File: src/rtl/cmp_timer.sv
module cmp_timer #(
  parameter int CNT_W  = 32,
  parameter int ADDR_W = 8,
  parameter int DIV_W  = 2
) (
  input  logic              clk,
  input  logic              rst_n,
  input  logic              tick_en,
  input  logic              bus_sel,
  input  logic              bus_wr,
  input  logic [ADDR_W-1:0] bus_addr,
  input  logic [31:0]       bus_wdata,
  output logic [31:0]       bus_rdata,
  output logic              irq
);
  localparam logic [ADDR_W-1:0] OFS_MATCH = ADDR_W'('h00);
  localparam logic [ADDR_W-1:0] OFS_COUNT = ADDR_W'('h04);
  localparam logic [ADDR_W-1:0] OFS_CTRL  = ADDR_W'('h08);
  localparam logic [ADDR_W-1:0] OFS_CLEAR = ADDR_W'('h0C);
  localparam logic [ADDR_W-1:0] OFS_DIV   = ADDR_W'('h34);

  logic [31:0]      match_q;
  logic [CNT_W-1:0] count_q;
  logic             run_q, wrap_q;
  logic [DIV_W-1:0] div_q, pre_q;
  logic             hit, hit_q, step;
  logic             wr_match, wr_ctrl, wr_clr, wr_div;

  wire do_wr = bus_sel & bus_wr;
  assign wr_match = do_wr & (bus_addr == OFS_MATCH);
  assign wr_ctrl  = do_wr & (bus_addr == OFS_CTRL);
  assign wr_clr   = do_wr & (bus_addr == OFS_CLEAR);
  assign wr_div   = do_wr & (bus_addr == OFS_DIV);

  assign hit  = run_q & (32'(count_q) == match_q);
  assign step = run_q & tick_en & (pre_q == div_q);

  always_ff @(posedge clk or negedge rst_n) begin
    if (!rst_n) begin
      match_q <= '1;
      run_q   <= 1'b0;
      wrap_q  <= 1'b0;
      div_q   <= '0;
    end else begin
      if (wr_match) match_q <= bus_wdata;
      if (wr_ctrl) begin
        run_q  <= bus_wdata[0];
        wrap_q <= bus_wdata[1];
      end
      if (wr_div) div_q <= bus_wdata[DIV_W-1:0];
    end
  end

  always_ff @(posedge clk or negedge rst_n) begin
    if (!rst_n)                pre_q <= '0;
    else if (!run_q || wr_clr) pre_q <= '0;
    else if (tick_en)          pre_q <= (pre_q == div_q) ? '0 : pre_q + 1'b1;
  end

  always_ff @(posedge clk or negedge rst_n) begin
    if (!rst_n)      count_q <= '0;
    else if (wr_clr) count_q <= '0;
    else if (step)   count_q <= (wrap_q && hit) ? '0 : count_q + 1'b1;
  end

  always_ff @(posedge clk or negedge rst_n) begin
    if (!rst_n) begin
      hit_q <= 1'b0;
      irq   <= 1'b0;
    end else begin
      hit_q <= hit;
      irq   <= hit & ~hit_q;
    end
  end

  always_comb begin
    bus_rdata = '0;
    if (bus_sel && !bus_wr) begin
      case (bus_addr)
        OFS_MATCH: bus_rdata = match_q;
        OFS_COUNT: bus_rdata = 32'(count_q);
        OFS_CTRL:  bus_rdata = {30'd0, wrap_q, run_q};
        OFS_DIV:   bus_rdata = 32'(div_q);
        default:   bus_rdata = '0;
      endcase
    end
  end
endmodule


File: config.mk
export PLATFORM = sky130hd
export DESIGN_NAME = cmp_timer
export DESIGN_NICKNAME = d
export VERILOG_FILES = /design/src/rtl/cmp_timer.sv
export SDC_FILE = /design/constraint.sdc
export NUM_CORES = 1
export LEC_CHECK = 0
export BUFFER_PORTS_ARGS = -buffer_cell sky130_fd_sc_hd__buf_2
export CORE_ASPECT_RATIO = 0.75
export CORE_MARGIN = 1.5
export CORE_UTILIZATION = 60
export CTS_BUF_LIST = sky130_fd_sc_hd__clkbuf_4 sky130_fd_sc_hd__clkbuf_8
export DETAILED_ROUTE_END_ITERATION = 8
export MAX_ROUTING_LAYER = met4
export PLACE_DENSITY_LB_ADDON = 0.2
export SETUP_SLACK_MARGIN = 0.4
export SLEW_MARGIN = 20
export SYNTH_ARGS = -nofsm -noshare
export SYNTH_HDL_FRONTEND = slang
export SYNTH_SLANG_ARGS = --single-unit
File: constraint.sdc
create_clock -name clk -period 5.8 [get_ports clk]
set_input_delay 0.29 -clock clk [delete_from_list [all_inputs] [get_ports clk]]
set_output_delay 0.29 -clock clk [all_outputs]
set_load 0.005 [all_outputs]
==> impl_metrics.env, run 1 <==
export IMPL_status="complete, no violations"
export IMPL_clkTransAtPathRegs_ps=80
export IMPL_critPathMaxStageDelay_ps=520
export IMPL_antenna_found_initial=0
export IMPL_slew_limit_headroom_pct=30.24
export IMPL_synth_seq_cells=72
export IMPL_pin_count=78
export IMPL_dr_pass1_iters=6
export IMPL_ir_worst_vdd_v=0.0001419
export IMPL_critPathKind="reg2reg"
export IMPL_rows=26
export IMPL_synth_simple_area_share_pct=24.91
export IMPL_clkSinkCount=72
export IMPL_p_comb_share_pct=6.7
export IMPL_diodes=0
export IMPL_cp_top_family="simple AND/OR/NAND/NOR gates"
export IMPL_wl_per_cell_um=17.86
export IMPL_clock_path_buffers=2
export IMPL_p_clk_share_pct=45.2
export IMPL_regArea_um2=1842
export IMPL_worstHoldPathType="in2async"
export IMPL_hpwl_um=7744
export IMPL_wirelength_um=11250
export IMPL_nFillCells=528
export IMPL_tns_ps=0
export IMPL_rsz0062_at_grt="no"
export IMPL_cts_tree="built"
export IMPL_layout_min_cycle_time_ps=2458
export IMPL_setup_viol=0
export IMPL_initial_core_util_pct=62.86
export IMPL_cp_slowest_cell="or3_1"
export IMPL_synth_edf_count=0
export IMPL_die_h_um=76.79
export IMPL_power_frac_seq_pct=48.2
export IMPL_ys_types=53
export IMPL_grt_overflow=0
export IMPL_fmax_mhz=406.9
export IMPL_ctsHoldBuffers=0
export IMPL_post_dp_cell_area_um2=4763
export IMPL_crit_path_max_fanout=14
export IMPL_synth_xor_area_share_pct=7.440
export IMPL_drv_cap=0
export IMPL_synth_top_area_share_pct=22.98
export IMPL_skew_ps=7.578
export IMPL_yosysTopAreaCell="dfrtp_1"
export IMPL_ys_flop_type="dfrtp_1"
export IMPL_synth_nets=513
export IMPL_seq_area_frac_synth_pct=42.29
export IMPL_grt_pass1_vias=3703
export IMPL_area_growth_pct=15.11
export IMPL_port_buffers=77
export IMPL_clockRootBuffer="clkbuf_8"
export IMPL_power_density_nw_per_um2=221.6
export IMPL_synth_top_family_by_area="simple AND/OR/NAND/NOR gates"
export IMPL_grt_util_all_layers_pct=31.51
export IMPL_fin_crit_sh_pct=42.38
export IMPL_finalPower_mw=1.111
export IMPL_multi_input_area_um2=2338
export IMPL_synth_area_top_cells="dfrtp_1 23%, dfstp_2 19%, mux2_2 9.0%"
export IMPL_numCtsBuffers=9
export IMPL_final_max_slew_viol_count=0
export IMPL_worstPathRequired_ps=6100
export IMPL_async_flop_share_pct=100.0
export IMPL_path_common_cell="nand3_1"
export IMPL_core_area_um2=6929
export IMPL_antenna_left=0
export IMPL_drive_gt1_share_pct=33.08
export IMPL_finalNetCount=573
export IMPL_fin_area_um2=5014
export IMPL_yosys_warnings=0
export IMPL_p_sw_uw=245.2
export IMPL_drc=0
export IMPL_cts_resized_gates=0
export IMPL_die_area_um2=7784
export IMPL_p_sw_share_pct=22.07
export IMPL_grt_pass1_wl_um=18330
export IMPL_avgSynthCellArea_um2=9.326
export IMPL_die_x_um=101.4
export IMPL_syn_inst=467
export IMPL_syn_area_um2=4355
export IMPL_hold_viol_final=0
export IMPL_avgViaCountPerCell=6.157
export IMPL_synth_compound_area_share_pct=11.52
export IMPL_arrival_ps=2760
export IMPL_drtIter0Drc=400
export IMPL_crit_buf_inv=0
export IMPL_tightestPinTransition_ps=1037
export IMPL_p_int_uw=865.6
export IMPL_insertion_delay_ps=360
export IMPL_p_leak_nw=2.107
export IMPL_endpoint_kind="flop"
export IMPL_synth_adder_area_share_pct=0.2873
export IMPL_grt_max_degree=73
export IMPL_path_cells="xor2_1 -> or3_1 -> nand2_1 -> nand3_1 -> or3b_1 -> nand3_1"
export IMPL_cts_htree_levels=3
export IMPL_gp_congestion=0.9196
export IMPL_cp_start_kind="flop"
export IMPL_vias=3879
export IMPL_cts_setup_buffers=0
export IMPL_synthMuxAreaShare_pct=9.279
through the flow:
| stage | setup WS, ps | util [%] | std cells | hold WS [ps] |
|---|---|---|---|---|
| final | 3342 | 72.35 | 630 | 149.0 |
| after global routing | 3205 | 72.35 | 630 | 145.8 |
| after CTS | 3360 | 72.35 | 630 | 143.8 |
| after detailed placement | 3125 | 68.74 | 614 | 421.4 |
| after floorplan | 3711 | - | 467 | -5.591 |
| after global placement | 3240 | 68.74 | 614 | 419.6 |
cell families (layout without fill, tap and decap cells):
kind of cell	after synthesis	after routing
muxes	36	36
xor gates and xnor gates	37	37
adders and majority gates	1	1
buffers and inverters	42	107
DFF	72	72
and+or+nand+nor	210	210
AOI/OAI and AO/OA	69	69
registers in the layout, summed over array words and instances (netlist names):
name / cells
irq: 1
count_q: 32
div_q: 2
match_q: 32
hit_q: 1
pre_q: 2
run_q: 1
wrap_q: 1
power groups by stage:
stage                     clock, mW  sequential (mW)  combinational (mW)
final                         0.502            0.535              0.0739
after global routing          0.530            0.537              0.0819
after CTS                     0.509            0.535              0.0744
after detailed placement          0            0.544              0.0736
after global placement            0            0.543              0.0714
after floorplan                   0            0.536              0.0414
synth_stat cells, drive strengths merged (2+ instances only):
library cell,count
a211o,2
a21boi,2
a21oi,9
a222oi,2
a22oi,30
a31oi,4
and2,3
and3,13
buf,9
clkbuf,25
dfrtp,40
dfstp,32
inv,8
mux2,35
nand2,40
nand2b,7
nand3,34
nand3b,2
nand4,12
nand4b,2
nor2,61
nor2b,4
nor3,10
nor3b,2
nor4,7
o2111ai,2
o21ai,5
o311ai,7
o31ai,3
or3,7
xnor2,34
xor2,3
worst register-to-register path, delay by kind of cell, from the launching register on:
family	cells	cell delay (ps)
and+or+nand+nor	5	1780
DFF	1	440
xor gates and xnor gates	1	190
layer usage:
metal / routed length [µm] / vias to the layer above / share of wire [%] / GRT usage [%]
met4: 188 / 0 / 1.7 / 8.889
li1: - / 1793 / - / -
met2: 5088 / 212 / 45 / 45.84
met3: 989 / 28 / 8.8 / 9.389
met1: 4986 / 1846 / 44 / 42.87
met5: 0 / - / 0 / -
layout make-up:
class                      count  share of cell area, %
sequential                    72                  36.74
inverter                       8                 0.5990
multi-input combinational    353                  46.64
timing repair buffer          83                  8.585
tap                           98                  2.446
clock buffer                  13                  3.194
clock inverter                 3                  1.797
cell usage in the layout, fill, tap and decap left out, types with 11 or more instances in the layout:
master,synthesis,layout
a22oi_1,30,30
and3_1,13,13
buf_2,5,77
dfrtp_1,40,40
dfstp_2,32,32
mux2_2,35,35
nand2_1,40,40
nand3_1,34,34
nand4_1,11,11
nor2_1,60,60
xnor2_1,34,34
path summary, 6_finish.rpt:
kind	startpoint	endpoint	slack, ps	cells after the start
worst max-delay path	div_q[0]	count_q[2]	3340	6
worst min-delay path	rst_n	count_q[2]	150	2
worst max register to register	div_q[0]	count_q[2]	3340	6
worst min register to register	hit_q	irq	430	1
max in group asynchronous	rst_n	count_q[26]	5050	2
min in group clk	bus_wdata[2]	match_q[2]	150	3
Power figures use the tool's default switching activity.
==> inputs of run 2 (changes only) <==
--- a/config.mk
+++ b/config.mk
@@ -8,7 +8,7 @@
 export BUFFER_PORTS_ARGS = -buffer_cell sky130_fd_sc_hd__buf_2
 export CORE_ASPECT_RATIO = 0.75
 export CORE_MARGIN = 1.5
-export CORE_UTILIZATION = 60
+export CORE_UTILIZATION = 53
 export CTS_BUF_LIST = sky130_fd_sc_hd__clkbuf_4 sky130_fd_sc_hd__clkbuf_8
 export DETAILED_ROUTE_END_ITERATION = 8
 export MAX_ROUTING_LAYER = met4
==> constraint.sdc (replaced) <==
create_clock -name clk -period 2.2 [get_ports clk]
set_input_delay 0.11 -clock clk [delete_from_list [all_inputs] [get_ports clk]]
set_output_delay 0.11 -clock clk [all_outputs]
set_load 0.005 [all_outputs]
==> run 2 against run 1 <==
Compared with the run above:
- combinational power rose to 4.1 times the previous value
- cell area up 18%
- cell count up 14%
- clock-buffer cell count down 3
- register-to-register slack worse by 3300 ps
- sequential power rose to 2.6 times the previous value
- first-iteration DRC count down 1.5%
- clock skew about the same
- non-clock buffer count up 80
- hold slack worse by 140 ps
- routed wire length up 20%
- setup slack worse by 3300 ps
- largest cell class unchanged
==> impl_metrics.env, run 2 (synthesis results as in run 1) <==
export IMPL_final_cell_mix="75 x buf_2, 57 x nor2_1, 49 x buf_4"
export IMPL_grt_pass1_vias=3938
export IMPL_wirelength_um=13540
export IMPL_layout_min_cycle_time_ps=2129
export IMPL_endpoint_kind="flop"
export IMPL_core_area_um2=7918
export IMPL_setup_viol=0
export IMPL_arrival_ps=2380
export IMPL_area_growth_pct=36.34
export IMPL_critPathLaunch="match_q[7]"
export IMPL_die_area_um2=8776
export IMPL_pin_count=78
export IMPL_path_cells="xnor2_2 -> nand4_1 -> nor4_4 -> nand4_4 -> and2_4 -> and3_1 -> a211o_1"
export IMPL_regArea_um2=1849
export IMPL_drv_cap=0
export IMPL_drc=0
export IMPL_multi_input_area_um2=2549
export IMPL_clkTransAtPathRegs_ps=80
export IMPL_die_x_um=107.7
export IMPL_min_from="bus_wdata[25]"
export IMPL_grt_overflow=0
export IMPL_final_max_slew_viol_count=0
export IMPL_insertion_delay_ps=360
export IMPL_crit_path_max_fanout=8
export IMPL_clkSinkCount=72
export IMPL_r2r_start="match_q[7]"
export IMPL_gp_congestion=0.9943
export IMPL_initial_core_util_pct=55.01
export IMPL_worstPathRequired_ps=2450
export IMPL_nFillCells=587
export IMPL_diodes=0
export IMPL_hpwl_um=8975
export IMPL_drtIter0Drc=394
export IMPL_min_to="match_q[25]"
export IMPL_grt_max_degree=73
export IMPL_tns_ps=0
export IMPL_rr_worst_depth=7
export IMPL_grt_pass1_wl_um=20130
export IMPL_mostFrequentLayoutCell="buf_2"
export IMPL_slew_limit_headroom_pct=72.14
export IMPL_wl_per_cell_um=18.83
export IMPL_p_leak_nw=2.489
export IMPL_port_buffers=77
export IMPL_rrSetupSlack_ps=70
export IMPL_antenna_found_initial=0
export IMPL_tightestPinTransition_ps=416.4
export IMPL_place_inst=654
export IMPL_power_density_nw_per_um2=443.5
export IMPL_stdcell_count=719
export IMPL_drive_gt1_share_pct=43.32
export IMPL_hold_viol_final=0
export IMPL_r2r_end="count_q[3]"
export IMPL_rows=28
export IMPL_skew_ps=7.602
export IMPL_cp_start_kind="flop"
export IMPL_critPathMaxStageDelay_ps=570
export IMPL_cts_htree_levels=3
export IMPL_dr_pass1_iters=5
export IMPL_rsz0062_at_grt="yes"
export IMPL_fin_crit_sh_pct=96.79
export IMPL_antenna_left=0
export IMPL_critPathKind="reg2reg"
export IMPL_cp_slowest_cell="dfstp_2"
export IMPL_avgViaCountPerCell=5.992
export IMPL_clockRootBuffer="clkbuf_8"
export IMPL_grt_util_all_layers_pct=31.34
export IMPL_numCtsBuffers=9
export IMPL_clock_path_buffers=2
export IMPL_die_h_um=81.51
export IMPL_status="complete, no violations"
export IMPL_fmax_mhz=469.6
export IMPL_hold_depth=2
export IMPL_worstHoldPathType="in2reg"
export IMPL_ir_worst_vdd_v=0.0003381
export IMPL_reg_largest_list="count_q x32, match_q x32"
export IMPL_finalNetCount=655
export IMPL_cts_tree="built"
export IMPL_vias=4308
## run 2: per-stage QoR
step	hold WS, ps	setup slack (ps)	area, µm²	total power [mW]	util, %
final	7.541	70.71	5938	2.634	75.00
after global routing	12.08	10.39	5938	2.715	75.00
after CTS	14.77	146.6	5727	2.614	72.33
after detailed placement	168.8	101.0	5107	1.661	64.51
after global placement	172.0	131.8	5107	1.654	64.51
after floorplan	-185.6	192.2	4427	1.529	-
## run 2: timing repair
item,CTS,global route
gates cloned,2,2
setup buffers,12,6
pin swaps,9,8
hold buffers,27,0
hold endpoints to repair,66,0
gates resized for setup,16,25
endpoints found under the setup margin,63,54
## run 2: worst max-delay path: cells and delay by family, from the launching register on
kind	cells	cell delay, ps
flip-flops	1	570
XOR/XNOR	1	160
AND/OR/NAND/NOR	5	1050
AO/OA/AOI/OAI	1	220
## run 2: cell type report
class	instances	share of cell area [%]
Timing Repair Buffer	163	20.40
Sequential cell	72	31.14
Clock buffer	10	2.212
Multi-Input combinational cell	355	42.92
Inverter	8	0.5057
Tap cell	105	2.212
Clock inverter	6	0.6110
## run 2: routing by layer
| metal | share of wire, % | routed length (µm) | up-vias | global-route usage (%) |
|---|---|---|---|---|
| met1 | 43 | 5878 | 2044 | 43.54 |
| met2 | 45 | 6099 | 269 | 47.96 |
| met4 | 1.4 | 196 | 0 | 6.842 |
| met5 | 0 | 0 | - | - |
| li1 | - | - | 1970 | - |
| met3 | 10 | 1368 | 25 | 6.349 |
## run 2: worst max path at each step
stage	to	slack, ps
5_1_grt	count_q[4]	10
3_3_place_gp	count_q[27]	130
4_1_cts	count_q[3]	150
3_5_place_dp	count_q[3]	100
6_report	count_q[3]	70
2_1_floorplan	count_q[3]	190
## run 2: power by group
group	internal [mW]	switching (mW)
combinational	0.161	0.138
sequential	1.37	0.0338
clock	0.415	0.518
==> inputs of run 3 (changes only) <==
--- a/config.mk
+++ b/config.mk
@@ -7,7 +7,7 @@
 export LEC_CHECK = 0
 export BUFFER_PORTS_ARGS = -buffer_cell sky130_fd_sc_hd__buf_2
 export CORE_ASPECT_RATIO = 0.75
-export CORE_MARGIN = 1.5
+export CORE_MARGIN = 4
 export CORE_UTILIZATION = 53
 export CTS_BUF_LIST = sky130_fd_sc_hd__clkbuf_4 sky130_fd_sc_hd__clkbuf_8
 export DETAILED_ROUTE_END_ITERATION = 8
==> run 3 against run 2 <==
Compared with the run above:
- clock skew fell by 1.6 ps
- clock-buffer cell count fell by 1
- combinational power barely moved
- sequential cell count did not move
- non-clock buffer count rose by 1
- critical endpoint is now count_q[17]
- total power rose by 13%
- clock power rose by 35%
- register-to-register slack got worse by 20 ps
==> impl_metrics.env, run 3 (synthesis results as in run 1) <==
export IMPL_status="complete, no violations"
export IMPL_vias=4446
export IMPL_arrival_ps=2360
export IMPL_clock_path_buffers=2
export IMPL_critPathLaunch="match_q[6]"
export IMPL_cts_htree_levels=3
export IMPL_area_growth_pct=40.53
export IMPL_rr_worst_depth=7
export IMPL_finalPower_mw=2.968
export IMPL_rsz0062_at_grt="yes"
export IMPL_crit_path_max_fanout=8
export IMPL_port_buffers=77
export IMPL_dp_slack_ps=168.5
export IMPL_tns_ps=0
export IMPL_antenna_left=0
export IMPL_die_area_um2=9747
export IMPL_final_max_slew_viol_count=0
export IMPL_clkSinkCount=72
export IMPL_endpoint="count_q[17]"
export IMPL_rrSetupSlack_ps=50
export IMPL_hpwl_um=9414
export IMPL_insertion_delay_ps=350
export IMPL_power_density_nw_per_um2=484.9
export IMPL_r2r_start="match_q[6]"
export IMPL_finalNetCount=656
export IMPL_numCtsBuffers=9
export IMPL_grt_pass1_vias=4322
export IMPL_pin_count=78
export IMPL_grt_overflow=0
export IMPL_gp_congestion=0.9716
export IMPL_setup_viol=0
export IMPL_drtIter0Drc=467
export IMPL_r2r_end="count_q[17]"
export IMPL_path_cells="xnor2_1 -> nand4_1 -> nor3_4 -> nand4_4 -> and2_4 -> a31oi_1 -> o31ai_2"
export IMPL_critPathKind="reg2reg"
export IMPL_drv_cap=0
export IMPL_final_cell_mix="77 x buf_2, 55 x nor2_1, 52 x buf_4"
export IMPL_grt_util_all_layers_pct=30.22
export IMPL_grt_max_degree=38
export IMPL_fmax_mhz=466.0
export IMPL_stdcell_count=719
export IMPL_grt_pass1_wl_um=22590
export IMPL_drive_gt1_share_pct=47.88
export IMPL_place_inst=656
export IMPL_rows=28
export IMPL_critPathMaxStageDelay_ps=560
export IMPL_cp_start_kind="flop"
export IMPL_avgViaCountPerCell=6.184
export IMPL_layout_min_cycle_time_ps=2146
export IMPL_mostFrequentLayoutCell="buf_2"
export IMPL_worstPathRequired_ps=2420
export IMPL_wirelength_um=14680
export IMPL_endpoint_kind="flop"
export IMPL_drc=0
export IMPL_diodes=0
export IMPL_clockRootBuffer="clkbuf_8"
export IMPL_cp_slowest_cell="dfstp_2"
export IMPL_antenna_found_initial=0
export IMPL_hold_ws_ps=5.773
export IMPL_ir_worst_vdd_v=0.0004027
export IMPL_die_x_um=112.7
export IMPL_setup_ws_ps=53.87
export IMPL_reg_largest_list="count_q x32, match_q x32"
export IMPL_tightestPinTransition_ps=403.3
export IMPL_die_h_um=86.51
export IMPL_skew_ps=5.961
export IMPL_worstHoldPathType="in2reg"
export IMPL_clkTransAtPathRegs_ps=80
export IMPL_wl_per_cell_um=20.42
export IMPL_hold_viol_final=0
export IMPL_p_leak_nw=2.528
export IMPL_cts_tree="built"
export IMPL_fin_crit_sh_pct=97.55
export IMPL_dr_pass1_iters=6
export IMPL_core_area_um2=7953
export IMPL_slew_limit_headroom_pct=73.06
export IMPL_initial_core_util_pct=54.77
## run 3: cell types whose count changed in the layout (fill, tap and decap cells not counted), moves of 4 or more
cell / before / now
nand3_1: 28 / 23
dfrtp_1: 34 / 29
dfrtp_2: 6 / 11
nand3_2: 5 / 9
## run 3: what timing repair did
item                                    CTS  global route
cloned                                    2             1
resized for setup                        44            32
endpoints found under the hold margin    55             1
pin swaps                                18             7
endpoints found under the setup margin   64            37
hold buffers                             23             1
setup buffers                            10            11
## run 3: metal layers
metal | up-vias | GRT usage [%] | routed length (µm)
met4 | 0 | 10.59 | 512
met5 | - | - | 0
met1 | 2170 | 40.80 | 6089
met3 | 49 | 6.141 | 1360
li1 | 1969 | - | -
met2 | 258 | 45.70 | 6717
## run 3: worst min-delay path by stage
| stage | start | endpoint | slack (ps) | depth (start not counted) |
|---|---|---|---|---|
| after floorplan | rst_n | count_q[0] | -190 | 0 |
| after global placement | rst_n | count_q[4] | 10 | 1 |
| after detailed placement | rst_n | count_q[4] | 9 | 1 |
| after CTS | bus_wdata[12] | match_q[12] | 0.3 | 2 |
| after global routing | bus_wdata[30] | match_q[30] | 9 | 2 |
| final | bus_wdata[12] | match_q[12] | 6 | 2 |
## run 3: cell type report
class	instances	area [µm²]
clock buffers	9	123.9
clock inverters	6	108.9
fillers	494	1832
inverters	8	30.03
multi-input cells	355	2691
flip-flops and latches	72	1856
well taps	105	131.4
repair buffers	164	1180
## run 3: metrics by stage
stage	utilization (%)	cell area [µm²]
after global placement	64.41	5122
after detailed placement	64.41	5122
after CTS	73.68	5859
final	76.97	6121
after floorplan	-	4427
after global routing	76.97	6121
## run 3: worst max-delay path, delay by kind of cell, from the launching register on
family / cells / cell delay (ps)
xor gates and xnor gates: 1 / 140
DFF: 1 / 560
AOI/OAI and AO/OA: 2 / 400
and+or+nand+nor: 4 / 920
## run 3: power breakdown
part           switching, mW  internal, mW  leakage [nW]
clock network          0.513         0.745         0.119
registers             0.0395          1.37         0.850
logic                  0.150         0.153          1.56
total                  0.702          2.27          2.53
